## src/rtl/msi_agg_pkg.sv

```systemverilog
// Shared constants for the MSI doorbell aggregator: CSR byte offsets and
// error-word bit positions. Assumes a 4-bit CSR byte address.
package msi_agg_pkg;
    localparam logic [3:0] CSR_PENDING = 4'h0;
    localparam logic [3:0] CSR_ERRORS  = 4'h4;
    localparam logic [3:0] CSR_ENABLES = 4'h8;

    localparam int ERR_RANGE_BIT = 0;
    localparam int ERR_DATA_BIT  = 1;
    localparam int ERR_W         = 2;
endpackage

```

## src/rtl/msi_db_decode.sv

```systemverilog
// Doorbell access decoder. Turns a doorbell-port access into one-hot set and
// clear requests plus error flags. Purely combinational. Assumes the index
// field db_addr[DB_AW-1:2] can address every implemented vector.
module msi_db_decode #(
    parameter int NUM_VEC = 20,
    parameter int DB_AW   = 7
) (
    input  logic               db_wr,
    input  logic               db_rd,
    input  logic [DB_AW-1:0]   db_addr,
    input  logic [31:0]        db_wdata,
    output logic [NUM_VEC-1:0] set_vec,
    output logic [NUM_VEC-1:0] clr_vec,
    output logic               rd_ok,
    output logic [DB_AW-3:0]   rd_idx,
    output logic               bad_range,
    output logic               bad_data
);
    localparam int IDX_W = DB_AW - 2;

    logic [IDX_W-1:0] idx;
    logic             in_range;
    logic             data_ok;
    logic             unused_addr;

    // Extract the word index and qualify it against the configured count.
    always_comb begin
        idx         = db_addr[DB_AW-1:2];
        in_range    = 32'(idx) < 32'(NUM_VEC);
        data_ok     = db_wdata == 32'(idx);
        unused_addr = &{1'b0, db_addr[1:0]};
    end

    // Error flags for rejected doorbell writes; range error takes precedence.
    always_comb begin
        bad_range = db_wr && !in_range;
        bad_data  = db_wr && in_range && !data_ok;
        rd_ok     = db_rd && in_range;
        rd_idx    = idx;
    end

    genvar v;
    generate
        for (v = 0; v < NUM_VEC; v++) begin : g_vec
            // Per-vector set and clear requests.
            assign set_vec[v] = db_wr && data_ok && (idx == IDX_W'(v));
            assign clr_vec[v] = db_rd && (idx == IDX_W'(v));
        end
    endgenerate
endmodule

```

## src/rtl/msi_pend_bank.sv

```systemverilog
// Pending-bit storage with doorbell read-back. Sets win over clears in the
// same cycle so no message is lost. Read data is registered and is zero in
// any cycle that follows no valid doorbell read.
module msi_pend_bank #(
    parameter int NUM_VEC = 20,
    parameter int DB_AW   = 7
) (
    input  logic               clk,
    input  logic               rst_n,
    input  logic [NUM_VEC-1:0] set_vec,
    input  logic [NUM_VEC-1:0] clr_vec,
    input  logic               rd_ok,
    input  logic [DB_AW-3:0]   rd_idx,
    output logic [NUM_VEC-1:0] pend_q,
    output logic [31:0]        rd_data
);
    localparam int SPAN = 1 << (DB_AW - 2);

    logic [SPAN-1:0] pend_ext;

    // Widen pending bits to the full index span for safe indexing.
    always_comb pend_ext = SPAN'(pend_q);

    // Pending register: clear requested bits, then apply sets on top.
    always_ff @(posedge clk) begin
        if (!rst_n) pend_q <= '0;
        else        pend_q <= (pend_q & ~clr_vec) | set_vec;
    end

    // Doorbell read data: pending state before this cycle's update.
    always_ff @(posedge clk) begin
        if (!rst_n)     rd_data <= '0;
        else if (rd_ok) rd_data <= {31'b0, pend_ext[rd_idx]};
        else            rd_data <= '0;
    end
endmodule

```

## src/rtl/msi_csr_block.sv

```systemverilog
// Control/status registers: read-only pending view, sticky W1C error word,
// and per-vector enable mask. Read data is registered one cycle after the
// strobe. Assumes NUM_VEC <= 32.
module msi_csr_block
    import msi_agg_pkg::*;
#(
    parameter int NUM_VEC = 20
) (
    input  logic               clk,
    input  logic               rst_n,
    input  logic               csr_wr,
    input  logic               csr_rd,
    input  logic [3:0]         csr_addr,
    input  logic [31:0]        csr_wdata,
    input  logic [NUM_VEC-1:0] pend_q,
    input  logic               bad_range,
    input  logic               bad_data,
    output logic [NUM_VEC-1:0] mask_q,
    output logic [ERR_W-1:0]   err_q,
    output logic [31:0]        csr_rdata
);
    logic [ERR_W-1:0] err_clr;
    logic [ERR_W-1:0] err_set;
    logic             unused_wdata;

    // Build the error clear and set vectors for this cycle.
    always_comb begin
        err_clr = (csr_wr && csr_addr == CSR_ERRORS) ? csr_wdata[ERR_W-1:0] : '0;
        err_set = '0;
        err_set[ERR_RANGE_BIT] = bad_range;
        err_set[ERR_DATA_BIT]  = bad_data;
        unused_wdata = &{1'b0, csr_wdata};
    end

    // Enable mask: only implemented vector bits are stored.
    always_ff @(posedge clk) begin
        if (!rst_n)                              mask_q <= '0;
        else if (csr_wr && csr_addr == CSR_ENABLES) mask_q <= csr_wdata[NUM_VEC-1:0];
    end

    // Sticky error word; a new error outranks a same-cycle clear.
    always_ff @(posedge clk) begin
        if (!rst_n) err_q <= '0;
        else        err_q <= (err_q & ~err_clr) | err_set;
    end

    // Registered read mux; unmapped offsets and idle cycles return zero.
    always_ff @(posedge clk) begin
        if (!rst_n) begin
            csr_rdata <= '0;
        end else if (csr_rd) begin
            case (csr_addr)
                CSR_PENDING: csr_rdata <= 32'(pend_q);
                CSR_ERRORS:  csr_rdata <= 32'(err_q);
                CSR_ENABLES: csr_rdata <= 32'(mask_q);
                default:     csr_rdata <= '0;
            endcase
        end else begin
            csr_rdata <= '0;
        end
    end
endmodule

```

## src/rtl/msi_doorbell_agg.sv

```systemverilog
// Top of the MSI doorbell aggregator. Joins the doorbell decoder, pending
// bank and CSR block, and drives one level interrupt from enabled pending
// vectors. Assumes 1 <= NUM_VEC <= 32 and 2**(DB_AW-2) >= NUM_VEC.
module msi_doorbell_agg
    import msi_agg_pkg::*;
#(
    parameter int NUM_VEC = 20,
    parameter int DB_AW   = 7
) (
    input  logic             clk,
    input  logic             rst_n,
    input  logic             db_wr,
    input  logic             db_rd,
    input  logic [DB_AW-1:0] db_addr,
    input  logic [31:0]      db_wdata,
    output logic [31:0]      db_rdata,
    input  logic             csr_wr,
    input  logic             csr_rd,
    input  logic [3:0]       csr_addr,
    input  logic [31:0]      csr_wdata,
    output logic [31:0]      csr_rdata,
    output logic             irq_out
);
    logic [NUM_VEC-1:0] set_vec;
    logic [NUM_VEC-1:0] clr_vec;
    logic               rd_ok;
    logic [DB_AW-3:0]   rd_idx;
    logic               bad_range;
    logic               bad_data;
    logic [NUM_VEC-1:0] pend_q;
    logic [NUM_VEC-1:0] mask_q;
    logic [ERR_W-1:0]   err_q;

    msi_db_decode #(.NUM_VEC(NUM_VEC), .DB_AW(DB_AW)) dec_i (
        .db_wr    (db_wr),
        .db_rd    (db_rd),
        .db_addr  (db_addr),
        .db_wdata (db_wdata),
        .set_vec  (set_vec),
        .clr_vec  (clr_vec),
        .rd_ok    (rd_ok),
        .rd_idx   (rd_idx),
        .bad_range(bad_range),
        .bad_data (bad_data)
    );

    msi_pend_bank #(.NUM_VEC(NUM_VEC), .DB_AW(DB_AW)) pend_i (
        .clk    (clk),
        .rst_n  (rst_n),
        .set_vec(set_vec),
        .clr_vec(clr_vec),
        .rd_ok  (rd_ok),
        .rd_idx (rd_idx),
        .pend_q (pend_q),
        .rd_data(db_rdata)
    );

    msi_csr_block #(.NUM_VEC(NUM_VEC)) csr_i (
        .clk      (clk),
        .rst_n    (rst_n),
        .csr_wr   (csr_wr),
        .csr_rd   (csr_rd),
        .csr_addr (csr_addr),
        .csr_wdata(csr_wdata),
        .pend_q   (pend_q),
        .bad_range(bad_range),
        .bad_data (bad_data),
        .mask_q   (mask_q),
        .err_q    (err_q),
        .csr_rdata(csr_rdata)
    );

    // Aggregated level interrupt from enabled pending vectors.
    always_comb irq_out = |(pend_q & mask_q);
endmodule

```

## config.mk

```make
export PLATFORM = sky130hd
export DESIGN_NAME = msi_doorbell_agg
export DESIGN_NICKNAME = d
export VERILOG_FILES = /design/src/rtl/msi_agg_pkg.sv /design/src/rtl/msi_db_decode.sv /design/src/rtl/msi_pend_bank.sv /design/src/rtl/msi_csr_block.sv /design/src/rtl/msi_doorbell_agg.sv
export SDC_FILE = /design/constraint.sdc
export NUM_CORES = 1
export LEC_CHECK = 0
export BUFFER_PORTS_ARGS = -buffer_cell sky130_fd_sc_hd__clkbuf_2
export CAP_MARGIN = 40
export CORE_ASPECT_RATIO = 1.75
export CORE_MARGIN = 2
export CORE_UTILIZATION = 50
export DETAILED_ROUTE_END_ITERATION = 8
export PLACE_DENSITY_LB_ADDON = 0.05
export SETUP_SLACK_MARGIN = 0.15
export SLEW_MARGIN = 20
export SYNTH_ARGS = -nofsm -noshare
export SYNTH_HDL_FRONTEND = slang
export SYNTH_HIERARCHICAL = 1
export SYNTH_SLANG_ARGS = --single-unit
```

## constraint.sdc

```tcl
create_clock -name clk -period 1.8 [get_ports clk]
set_input_delay 0.36 -clock clk [delete_from_list [all_inputs] [get_ports clk]]
set_output_delay 0.36 -clock clk [all_outputs]
set_load 0.03 [all_outputs]
```

==> results.md <==
* Largest family of logic cells by synthesized area: simple AND/OR/NAND/NOR gates
* Wirelength per Cell at 15.7 µm
* Hold Slack at 253 ps
* Global route overflow at 0
* Hold Crit Class: input pin to flop
* Dpl hpwl at between 7 and 8 mm
* Worst path required time at 1440 ps
* Routability cong. at 0.810
* GRT Overall Usage at 23.9%
* Final setup fails at 1
* Hold Path End: csr_i/mask_q[11]$_SDFFE_PN0P_
* Hold Startpoint: csr_wdata[11]
* P_int at 2.50 mW
* CTS H-tree depth at 3
* Clock latency on the worst-skew pair at roughly 330 ps
* Adder-cell area share of the yosys netlist at 0%
* Synth top area share at 32.8%
* Max Clk Rate at a little over 500 MHz
* R2R Path End: pend_i/rd_data[0]$_SDFF_PN0_
* # clock sinks at between 60 and 70
* P_leak at 2.00 nW
* Worst Setup Start Kind: flop
* Buf/Inv on CP at 1
* Largest net degree at the start of global routing at 39
* XOR/XNOR share of the synthesized area at 1.33%
* Non-filler cells, final at 618
* Drc violations at 0
* Most common cell after layout, fill and taps aside: clkbuf_2
* CP Max Fanout at 2
* Warnings, synthesis at 6
* Die area at 0.00844 mm²
* Worst Path Arrival at 1620 ps
* Starting Density at 51.2%
* Vias at roughly 3,300
* Initial antenna violation count at 0
* Post-Synth Simple-Gate Area at 30.9%
* Chip height at 120 µm
* R2R depth at 4
* Top-level port count at 146
* Crit path time final at ~2000 ps
* Vias in the first global route at between 3,000 and 4,000
* Initial drt markers at 158
* FF-to-FF Start: pend_i/pend_q[4]$_SDFF_PN0_
* Clock network power share at 45.0%
* Area grow syn2layout at 17.8%
* Final worst-path cycle share at 110%
* CTS root buf: clkbuf_16
* Core Box Area at 0.00751 mm²
* Place WS at around 33 ps
* Synthesized flop and latch total at between 60 and 70
* Power per Cell Area at 740 mW/mm²
* Seq/Total Area, Yosys at roughly a third
* FF-to-FF setup slack at 440 ps
* Most frequent cells in the layout: clkbuf_2 (87), nand2_1 (61), dfxtp_1 (59)
* TritonCTS buffer count at 9
* Worst Hold Depth at 3
* Diodes inserted at 0
* First-pass GRT wire length at about 16 mm
* Failing checks: negative setup slack
* Die width at between 70 and 80 µm
* Slew Viols, Final at 0
* Hold Vio Cnt, Final at 0
* Port buffer count at 88
* Rows at 42
* Final worst clock skew at 4.82 ps
* CP cell instances: a22o_1 -> a221oi_2 -> and3_1 -> nand4_1 -> clkbuf_8
* Cells after Synth at approximately 430
* Complex-gate fraction of the synthesized area at 12.1%
* Drt total wl at 9.69 mm
* CTS tree: done
* Post-route setup slack at -176 ps
* Post-route ant nets at 0
* Final #Nets at 607
* Sequential power share at ~42%
* Slowest library cell on the worst path: dfxtp_2
* Synth Area per Inst at 8.92 µm²
* Synth unique cells at 47
* Switching share of power at 25.4%
* Total power at 3.35 mW
* TritonRoute pass-1 iters at 5
* Max Buffers Root-to-Sink at 2
* Postcts setup bufs at 0
* Vias/cell at 5.30
* Main area contributors after synthesis: dfxtp_1 (33%), buf_4 (9.6%), nor4_2 (6.8%), mux2i_1 (6.8%), nand2_1 (6.0%)
* Synthesized area at just under 0.004 mm²
* Worst-path clk slew at 50 ps
* Share of cells above drive strength 1 at roughly 32%
* Cell family with most CP delay: compound AO/OA/AOI/OAI gates
* Max-cap viol count at 0
* Slowest stage delay, CP at 320 ps
* Net Sw Power at 0.852 mW
* Comb pwr share at 12.8%
* Worst Setup Path Type: flop to output port
* Status: finished with violations
* Leading area contributor after synthesis: dfxtp_1
* RSZ-0062 raised after global routing: yes
* Maximum vdd drop at 471 µV
* CP Capture Type: output port
* Post-synthesis mux area share at 8.62%
* Placed cells at 603
-- synthesized netlist by cell type (all sizes together) --
library cell / instances
o21ai: 3
mux2i: 26
conb: 2
o211ai: 2
or3b: 2
o311a: 1
nand4b: 2
nor4: 27
nor3: 5
nand3b: 4
nand4: 7
dfxtp: 63
nor2b: 20
mux4: 2
or2: 1
xnor2: 5
a221oi: 4
a21oi: 2
nand2: 61
nand3: 6
and3: 2
clkbuf: 9
nor2: 42
and3b: 3
nor3b: 6
and4b: 2
nor4b: 1
a22oi: 23
mux2: 2
a22o: 4
buf: 67
or3: 2
o21a: 20
and2b: 1
and2: 1
inv: 1
-- per-layer routing --
layer	routed length, µm	global-route usage (%)	vias up
li1	-	-	1616
met2	5320	42.8	127
met3	459	4.37	15
met4	263	12.1	0
met1	3650	26.2	1520
met5	0	0	-
-- tightest hold or removal path: stages --
cell and delay [ps]:
clkbuf_2 80, nand2_1 40, mux2i_1 50
-- worst max-delay path by stage --
stage | startpoint | to | slack, ps | depth (start not counted)
floorplan | db_wdata[18] | csr_i/err_q[1]$_SDFF_PN0_ | 230 | 5
global placement | db_wdata[18] | csr_i/err_q[1]$_SDFF_PN0_ | 60 | 6
detailed placement | db_wdata[10] | csr_i/err_q[1]$_SDFF_PN0_ | 30 | 6
CTS | pend_i/pend_q[5]$_SDFF_PN0_ | irq_out | -190 | 5
global route | csr_i/mask_q[2]$_SDFFE_PN0P_ | irq_out | -210 | 5
finish | pend_i/pend_q[5]$_SDFF_PN0_ | irq_out | -180 | 5
-- power groups by stage --
stage	Sequential (mW)	Combinational, mW	Clock [mW]
2_1_floorplan	1.44	0.368	0
3_3_place_gp	1.44	0.424	0
3_5_place_dp	1.44	0.430	0
4_1_cts	1.41	0.431	1.53
5_1_grt	1.41	0.465	1.62
6_report	1.41	0.430	1.51
-- final cells by class --
cell class              count  area [µm²]
fillers                   699        2980
multi-input cells         332        2210
flip-flops and latches     63        1270
repair buffers            119         682
clock buffers              14         254
well taps                  88         110
clock inverters             1        5.00
inverters                   1        3.75
-- kinds of logic after synthesis --
logic type / count (synthesis)
AOI/OAI and AO/OA: 59
xor gates and xnor gates: 5
buffers and inverters: 77
DFF: 63
muxes: 30
other: 2
and+or+nand+nor: 195
-- flip-flops by register name, summed over array words and instances (netlist names) --
register         count
csr_i/mask_q        20
pend_i/rd_data       1
pend_i/pend_q       20
csr_i/err_q          2
csr_i/csr_rdata     20
-- per-stage QoR --
| stage | TNS (ps) | cell area, µm² | util [%] |
|---|---|---|---|
| 2_1_floorplan | 0 | 4000 | - |
| 3_5_place_dp | 0 | 4250 | 56.5 |
| 6_report | -176 | 4530 | 60.3 |
| 4_1_cts | -185 | 4520 | 60.1 |
| 5_1_grt | -209 | 4530 | 60.3 |
| 3_3_place_gp | 0 | 4250 | 56.5 |
-- timing repair --
item	4_1_cts	5_1_grt
hold buffers	0	0
setup endpoints to repair	1	1
pin swaps	1	3
gates resized for setup	4	4
(Power assumes the default switching activity.)
